===== src/rtl/bcd_rtc_core.sv =====
module bcd_rtc_core #(
  parameter int AW = 4
) (
  input  logic          clk,
  input  logic          rst_n,
  input  logic          tick_1hz,
  input  logic          pwr_fail,
  input  logic          wr_en,
  input  logic [AW-1:0] addr,
  input  logic [7:0]    wdata,
  output logic [7:0]    rdata
);

  localparam logic [AW-1:0] A_CTL1 = AW'(0);
  localparam logic [AW-1:0] A_CTL2 = AW'(1);
  localparam logic [AW-1:0] A_SEC  = AW'(2);
  localparam logic [AW-1:0] A_MIN  = AW'(3);
  localparam logic [AW-1:0] A_HR   = AW'(4);
  localparam logic [AW-1:0] A_DAY  = AW'(5);
  localparam logic [AW-1:0] A_WDAY = AW'(6);
  localparam logic [AW-1:0] A_MON  = AW'(7);
  localparam logic [AW-1:0] A_YR   = AW'(8);

  logic       halt_q, skip_q, vl_q, cent_q;
  logic [4:0] ctl2_q, mon_q;
  logic [6:0] sec_q, min_q;
  logic [5:0] hr_q, day_q, dim;
  logic [2:0] wday_q;
  logic [7:0] yr_q, yr_bin;
  logic [7:0] sec_inc, min_inc, hr_inc, day_inc, mon_inc, yr_inc;

  function automatic logic [7:0] bcd_next(input logic [7:0] v);
    if (v[3:0] >= 4'd9) return {v[7:4] + 4'd1, 4'd0};
    else                return {v[7:4], v[3:0] + 4'd1};
  endfunction

  assign sec_inc = bcd_next({1'b0, sec_q});
  assign min_inc = bcd_next({1'b0, min_q});
  assign hr_inc  = bcd_next({2'b0, hr_q});
  assign day_inc = bcd_next({2'b0, day_q});
  assign mon_inc = bcd_next({3'b0, mon_q});
  assign yr_inc  = bcd_next(yr_q);

  assign yr_bin = 8'(yr_q[7:4]) * 8'd10 + 8'(yr_q[3:0]);
  wire leap = (yr_bin[1:0] == 2'b00);

  always_comb begin
    case (mon_q)
      5'h02:                      dim = leap ? 6'h29 : 6'h28;
      5'h04, 5'h06, 5'h09, 5'h11: dim = 6'h30;
      default:                    dim = 6'h31;
    endcase
  end

  wire step    = tick_1hz && !halt_q && !wr_en && !skip_q;
  wire sec_end = sec_q >= 7'h59;
  wire min_end = min_q >= 7'h59;
  wire hr_end  = hr_q >= 6'h23;
  wire day_end = day_q >= dim;
  wire mon_end = mon_q >= 5'h12;
  wire yr_end  = yr_q >= 8'h99;
  wire c_min   = step && sec_end;
  wire c_hr    = c_min && min_end;
  wire c_day   = c_hr && hr_end;
  wire c_mon   = c_day && day_end;
  wire c_yr    = c_mon && mon_end;

  always_ff @(posedge clk or negedge rst_n) begin
    if (!rst_n) begin
      halt_q <= 1'b0;
      skip_q <= 1'b1;
      vl_q   <= 1'b1;
      cent_q <= 1'b0;
      ctl2_q <= '0;
      sec_q  <= '0;
      min_q  <= '0;
      hr_q   <= '0;
      day_q  <= 6'h01;
      wday_q <= '0;
      mon_q  <= 5'h01;
      yr_q   <= '0;
    end else begin
      if (halt_q)                 skip_q <= 1'b1;
      else if (tick_1hz && !wr_en) skip_q <= 1'b0;

      if (step)  sec_q <= sec_end ? 7'h00 : sec_inc[6:0];
      if (c_min) min_q <= min_end ? 7'h00 : min_inc[6:0];
      if (c_hr)  hr_q  <= hr_end ? 6'h00 : hr_inc[5:0];
      if (c_day) begin
        day_q  <= day_end ? 6'h01 : day_inc[5:0];
        wday_q <= (wday_q >= 3'd6) ? 3'd0 : wday_q + 3'd1;
      end
      if (c_mon) mon_q <= mon_end ? 5'h01 : mon_inc[4:0];
      if (c_yr) begin
        yr_q <= yr_end ? 8'h00 : yr_inc;
        if (yr_end) cent_q <= ~cent_q;
      end

      if (wr_en) begin
        case (addr)
          A_CTL1: halt_q <= wdata[5];
          A_CTL2: ctl2_q <= wdata[4:0];
          A_SEC:  sec_q  <= wdata[6:0];
          A_MIN:  min_q  <= wdata[6:0];
          A_HR:   hr_q   <= wdata[5:0];
          A_DAY:  day_q  <= wdata[5:0];
          A_WDAY: wday_q <= wdata[2:0];
          A_MON:  begin mon_q <= wdata[4:0]; cent_q <= wdata[7]; end
          A_YR:   yr_q   <= wdata;
          default: ;
        endcase
      end

      if (pwr_fail)                      vl_q <= 1'b1;
      else if (wr_en && addr == A_SEC)   vl_q <= 1'b0;
    end
  end

  always_comb begin
    case (addr)
      A_CTL1:  rdata = {2'b0, halt_q, 5'b0};
      A_CTL2:  rdata = {3'b0, ctl2_q};
      A_SEC:   rdata = {vl_q, sec_q};
      A_MIN:   rdata = {1'b0, min_q};
      A_HR:    rdata = {2'b0, hr_q};
      A_DAY:   rdata = {2'b0, day_q};
      A_WDAY:  rdata = {5'b0, wday_q};
      A_MON:   rdata = {cent_q, 2'b0, mon_q};
      A_YR:    rdata = yr_q;
      default: rdata = 8'h00;
    endcase
  end

endmodule


===== config.mk =====
export PLATFORM = sky130hd
export DESIGN_NAME = bcd_rtc_core
export DESIGN_NICKNAME = d
export VERILOG_FILES = /design/src/rtl/bcd_rtc_core.sv
export SDC_FILE = /design/constraint.sdc
export NUM_CORES = 1
export LEC_CHECK = 0
export ABC_AREA = 1
export BUFFER_PORTS_ARGS = -buffer_cell sky130_fd_sc_hd__buf_4
export CAP_MARGIN = 0
export CELL_PAD_IN_SITES_DETAIL_PLACEMENT = 2
export CELL_PAD_IN_SITES_GLOBAL_PLACEMENT = 2
export CORE_ASPECT_RATIO = 1.1
export CORE_MARGIN = 2
export CORE_UTILIZATION = 32
export CTS_BUF_LIST = sky130_fd_sc_hd__clkbuf_16
export DETAILED_ROUTE_END_ITERATION = 12
export PLACE_DENSITY_LB_ADDON = 0.1
export SYNTH_ARGS = -nofsm -noshare
export SYNTH_HDL_FRONTEND = slang
export SYNTH_SLANG_ARGS = --single-unit
export TNS_END_PERCENT = 10

===== constraint.sdc =====
create_clock -name clk -period 2.2 [get_ports clk]
set_input_delay 0.33 -clock clk [delete_from_list [all_inputs] [get_ports clk]]
set_output_delay 0.33 -clock clk [all_outputs]
set_load 0.01 [all_outputs]

==> metrics.txt, run 1 <==
Inserted Diodes 0; initial antenna violation count 0; Mapped Cells between 500 and 600; worst hold path type primary input to async pin; Synth async-reset ratio 100%; fmax 0.434 GHz; layout cells sized above 1 approximately a fifth; Slew @ Worst Pin 749 ps; Port-buffer cells 24; Avg Vias per Cell approximately 5.2; Initial Utilization 32.7%; top-count cell post-synth nand2_1; post-place setup slack -250 ps; post-synthesis register bit count 51; Critical Setup Path Class flip-flop to flip-flop; Worst Setup End Kind flip-flop; Bufs and invs on worst path 5; clk root buf clkbuf_16; setup tns final -863 ps; number of synthesized flops with an enable pin 0; Slowest-stage cell, CP dfstp_2; Peak supply drop 0.384 mV; prevailing post-synth register cell dfrtp_1; Pre-antenna DRT Iters 4; TritonCTS clock tree done; final hold violations 0; dpl cells 779; Ys Warns 0; Critical Path Source Type flip-flop; routability congestion estimate between 0.8 and 0.9; first-pass GRT wire length 25200 um; top fanout value on the critical path 8; most frequent CP cell inv_2; Synth top area share 28.6%; H-Tree Depth 2; max-cap violations 0; crit path cell chain inv_2, ha_4, inv_4, nor3_4, inv_2, ha_4, inv_2, nor2_2, nand4_1, nand3_4, nand3_4, nand2_1, nand3_1, nand2_1, inv_1; RSZ-0062 raised after global routing yes; vias in the first global route 4573; CP Data Required Time 2400 ps; Unique masters post-synth 39; Synth top cells by count nand2_1, inv_1, nor2_1; Routed WL per cell 19.8 um; LEAKAGE 2.58 nW; Num CTS Buffers 5; Synthesized Nets between 600 and 700; Finished Cell Area 4960 um^2; initial DRC count 126; overall routing resource usage a little under a quarter; die width 112 um; TritonCTS Sinks 51; I/O pin count 25; Core Footprint 12600 um^2; total congestion overflow 0; count of pins over their slew limit 0; CP delay by family, top simple AND/OR/NAND/NOR gates; min setup slack post-route -104 ps; die area 13800 um^2; nets@finish slightly below 700; Avg Synthesized Cell Area about 7.1 um^2; Via Count 4108; fin crit share 105%; Crit path depth 15; Final setup viols 18; Power Dens Cells 970 nW/um^2; num rows 43; largest net degree at the start of global routing 52; synth top area cells dfrtp_1, nand2_1, ha_1; Die Ht between 100 and 150 um; Area Overhead vs Synth 20.4%; clock slew at reported path FFs 70 ps; failing checks negative setup slack; post-route antenna net violation count 0; Clock Tree Buf Depth 2; area leader, netlist dfrtp_1; WL final 15700 um; worst skew pair latency 300 ps; DRC 0; minimum clock period 2300 ps; max incr delay on CP ~390 ps; CP arrival between 2000 and 3000 ps; DP Area 4680 um^2; final total power around 4.8 mW; register area share after synthesis between 30 and 40%; status complete, but fails checks; relative slew slack approximately 50%; r2r worst-path depth 15; final setup skew 10.1 ps; Detailed Place HPWL 12400 um; Mapped Area between 4000 and 5000 um^2; Non-Filler Instances 790
## per-stage QoR
| step | hold WS, ps | utilization (%) |
|---|---|---|
| after floorplan | 34.4 | - |
| after global placement | 436 | 37.2 |
| after detailed placement | 446 | 37.2 |
| after CTS | 125 | 39.2 |
| after global routing | 145 | 39.4 |
| final | 100 | 39.4 |
## metal layers
layer  wire [um]  global-route usage, %
met5           0                      0
met4         292                   5.87
met3         260                   2.11
met2        8330                   44.9
met1        6780                   28.7
## kinds of logic after synthesis
logic type               synth area share (%)
AND/OR/NAND/NOR                          31.9
XOR/XNOR                                 2.13
adder cells (fa/ha/maj)                  10.0
AO/OA/AOI/OAI                            14.0
buffers and inverters                    10.8
flip-flops                               31.1
## where the power goes
part / switching (mW) / internal [mW]
combinational: 1.39 / 0.858
clock: 0.383 / 0.533
sequential: 0.393 / 1.25
total: 2.17 / 2.64
## worst paths after layout
path                                    startpoint            endpoint  slack [ps]
min in group clk                          pwr_fail    vl_q$_DFFE_PN1P_         230
max in group asynchronous                    rst_n   yr_q[3]$_DFF_PN0_        1610
worst max register to register  mon_q[0]$_DFF_PN1_  mon_q[1]$_DFF_PN0_        -100
worst min-delay path                         rst_n   hr_q[3]$_DFF_PN0_         100
worst max-delay path            mon_q[0]$_DFF_PN1_  mon_q[1]$_DFF_PN0_        -100
worst min register to register    vl_q$_DFFE_PN1P_    vl_q$_DFFE_PN1P_         500
## what timing repair did
item                                    in CTS  in global routing
endpoints found under the setup margin      20                 21
setup buffers                                3                  0
hold buffers                                 0                  0
resized for setup                           20                  4
pin swaps                                   10                  5
## layout by cell type, fill, tap and decap left out, drive strengths merged, types with 2 or more instances in the layout
master,count
a221oi,7
buf,52
nand2,142
dfstp,4
o221ai,2
nor2,60
a21oi,13
nor3,9
clkbuf,5
o22ai,18
o211ai,2
clkinv,2
o2111ai,3
a22oi,2
ha,33
o21ai,41
nand4,20
dfrtp,47
xor2,9
inv,110
nand3,43
nand3b,2
a31oi,3
## cell type report
cell class / count / area (um^2)
Fill cell: 1531 / 7630
Multi-Input combinational cell: 412 / 2490
Sequential cell: 51 / 1280
Inverter: 110 / 418
Timing Repair Buffer: 52 / 410
Tap cell: 157 / 196
Clock buffer: 5 / 125
Clock inverter: 3 / 38.8
## sequential cells by signal, summed over array words and instances, names as in the netlist
register  count
min_q         7
yr_q          8
cent_q        1
day_q         6
wday_q        3
sec_q         7
vl_q          1
halt_q        1
skip_q        1
mon_q         5
hr_q          6
ctl2_q        5
(Power assumes the default switching activity.)
==> run 2, diff against run 1 <==
--- a/config.mk
+++ b/config.mk
@@ -15,7 +15,7 @@
 export CORE_UTILIZATION = 32
 export CTS_BUF_LIST = sky130_fd_sc_hd__clkbuf_16
 export DETAILED_ROUTE_END_ITERATION = 12
-export PLACE_DENSITY_LB_ADDON = 0.1
+export PLACE_DENSITY_LB_ADDON = 0.3
 export SYNTH_ARGS = -nofsm -noshare
 export SYNTH_HDL_FRONTEND = slang
 export SYNTH_SLANG_ARGS = --single-unit
==> run 2 against run 1 <==
Against the previous run:
- the flow still finishes with violations (negative setup slack)
- routed wire length up 4.0%
- highest routed layer unchanged
- count of clock-buffer cells in the layout unchanged
- sequential share of layout area up 0.085 points
- core utilization down 0.13 points
- critical path type unchanged
- largest power group unchanged
- first-iteration DRC count up 18%
- largest cell class unchanged
==> metrics.txt, run 2 (synthesis gave the netlist of run 1 again) <==
LEAKAGE 2.57 nW; Num CTS Buffers 5; count of pins over their slew limit 0; Port-buffer cells 24; die width around 110 um; hold_ws 79.2 ps; r2r worst-path depth 13; power share of the clock group 17.3%; fin crit share 111%; status complete, but fails checks; layout cells sized above 1 between 10% and 20%; overall routing resource usage roughly 24%; nets@finish approximately 680; Critical Path Source Type flip-flop; max-cap violations 0; Worst Setup End Kind flip-flop; r2r setup slk -240 ps; CP delay by family, top simple AND/OR/NAND/NOR gates; Largest register FFs 8; H-Tree Depth 2; internal cell power between 2 and 3 mW; Pre-antenna DRT Iters 4; Initial Utilization 32.7%; hold_buf cts 0; final setup skew 5.61 ps; Final setup viols 20; fmax 0.410 GHz; Slew @ Worst Pin 747 ps; final hold violations 0; clk root buf clkbuf_16; setup tns final -3240 ps; combinational power share 48.2%; Switching Share between 40% and 50%; CP Data Required Time 2430 ps; r2r endpoint mon_q[4]$_DFF_PN0_; initial antenna violation count 0; clock slew at reported path FFs 80 ps; Via Count 4281; most frequent cells in the layout nand2_1, inv_1, buf_4, dfrtp_1, nor2_1; Clock Tree Buf Depth 2; top fanout value on the critical path 8; Biggest register yr_q; Slowest-stage cell, CP dfrtp_1; minimum clock period 2440 ps; Inserted Diodes 0; failing checks negative setup slack; DRC 0; TritonCTS clock tree done; crit path cell chain nor2_2, inv_2, nor3_4, inv_1, ha_4, inv_1, nor2_1, nand4_1, nand3_4, nand3_4, o21ai_1, nand2_1, o21ai_1; vias in the first global route 4719; Die Ht 123 um; Sw Pwr 2.23 mW; max incr delay on CP 410 ps; relative slew slack 50.2%; final total power 4.76 mW; Detailed Place HPWL 12500 um; register share of total power 34.5%; WL final approximately 16000 um; worst skew pair latency 300 ps; CP arrival 2670 ps; Regs by FF count yr_q x8, min_q x7, sec_q x7; Power Dens Cells 963 nW/um^2; Fill cells ~1500; first-pass GRT wire length roughly 26000 um; num rows 43; Core Footprint ~13000 um^2; I/O pin count 25; min setup slack post-route -237 ps; worst hold path type primary input to async pin; Critical Setup Path Class flip-flop to flip-flop; routability congestion estimate between 0.8 and 0.9; initial DRC count around 150; post-route antenna net violation count 0; Routed WL per cell 20.6 um; Area Overhead vs Synth 20.0%; RSZ-0062 raised after global routing yes; largest net degree at the start of global routing 52; TritonCTS Sinks 51; Avg Vias per Cell 5.41; most common cell after layout, fill and taps aside nand2_1; total congestion overflow 0; Bufs and invs on worst path 3; die area ~14000 um^2; final core utilization 39.2%; Peak supply drop 0.507 mV; worst r2r src mon_q[3]$_DFF_PN0_
[run 2: timing repair]
item,in CTS,in global routing
buffers inserted,2,1
gates resized for setup,12,7
hold endpoints to repair,0,0
cloned,1,0
setup endpoints to repair,20,22
pin swaps,5,3
[run 2: worst max path at each step]
| stage | from | slack, ps | endpoint | cells past startpoint |
|---|---|---|---|---|
| final | mon_q[3]$_DFF_PN0_ | -240 | mon_q[4]$_DFF_PN0_ | 13 |
| after floorplan | mon_q[2]$_DFF_PN0_ | 8 | yr_q[5]$_DFF_PN0_ | 15 |
| after detailed placement | mon_q[0]$_DFF_PN1_ | -300 | mon_q[0]$_DFF_PN1_ | 14 |
| after CTS | mon_q[0]$_DFF_PN1_ | -150 | mon_q[0]$_DFF_PN1_ | 13 |
| after global routing | mon_q[1]$_DFF_PN0_ | -390 | mon_q[4]$_DFF_PN0_ | 12 |
| after global placement | mon_q[0]$_DFF_PN1_ | -100 | mon_q[3]$_DFF_PN0_ | 15 |
[run 2: per-layer routing]
metal  routed length (um)  track usage, %
met1                 6920            30.0
met2                 8470            44.4
met3                  476            2.45
met4                  418            7.47
met5                    0               0
[run 2: per-stage QoR]
stage	instance area (um^2)	setup WS, ps	std cells
4_1_cts	4900	-148	790
3_5_place_dp	4680	-305	779
2_1_floorplan	4150	8.45	577
3_3_place_gp	4680	-95.5	779
6_report	4940	-237	791
5_1_grt	4940	-387	791
[run 2: power by group through the flow]
| stage | clock network, mW | registers, mW | logic, mW |
|---|---|---|---|
| global placement | 0 | 1.62 | 2.01 |
| floorplan | 0 | 1.53 | 1.41 |
| global route | 0.880 | 1.69 | 2.59 |
| CTS | 0.852 | 1.64 | 2.26 |
| detailed placement | 0 | 1.65 | 2.17 |
| finish | 0.822 | 1.64 | 2.29 |
[run 2: area by class of cell]
cell class | count | area (um^2) | share of cell area, %
repair buffers | 52 | 407 | 8.23
flip-flops and latches | 51 | 1280 | 25.9
clock inverters | 3 | 20.0 | 0.405
inverters | 110 | 418 | 8.46
clock buffers | 5 | 125 | 2.53
multi-input cells | 413 | 2490 | 50.5
well taps | 157 | 196 | 3.98
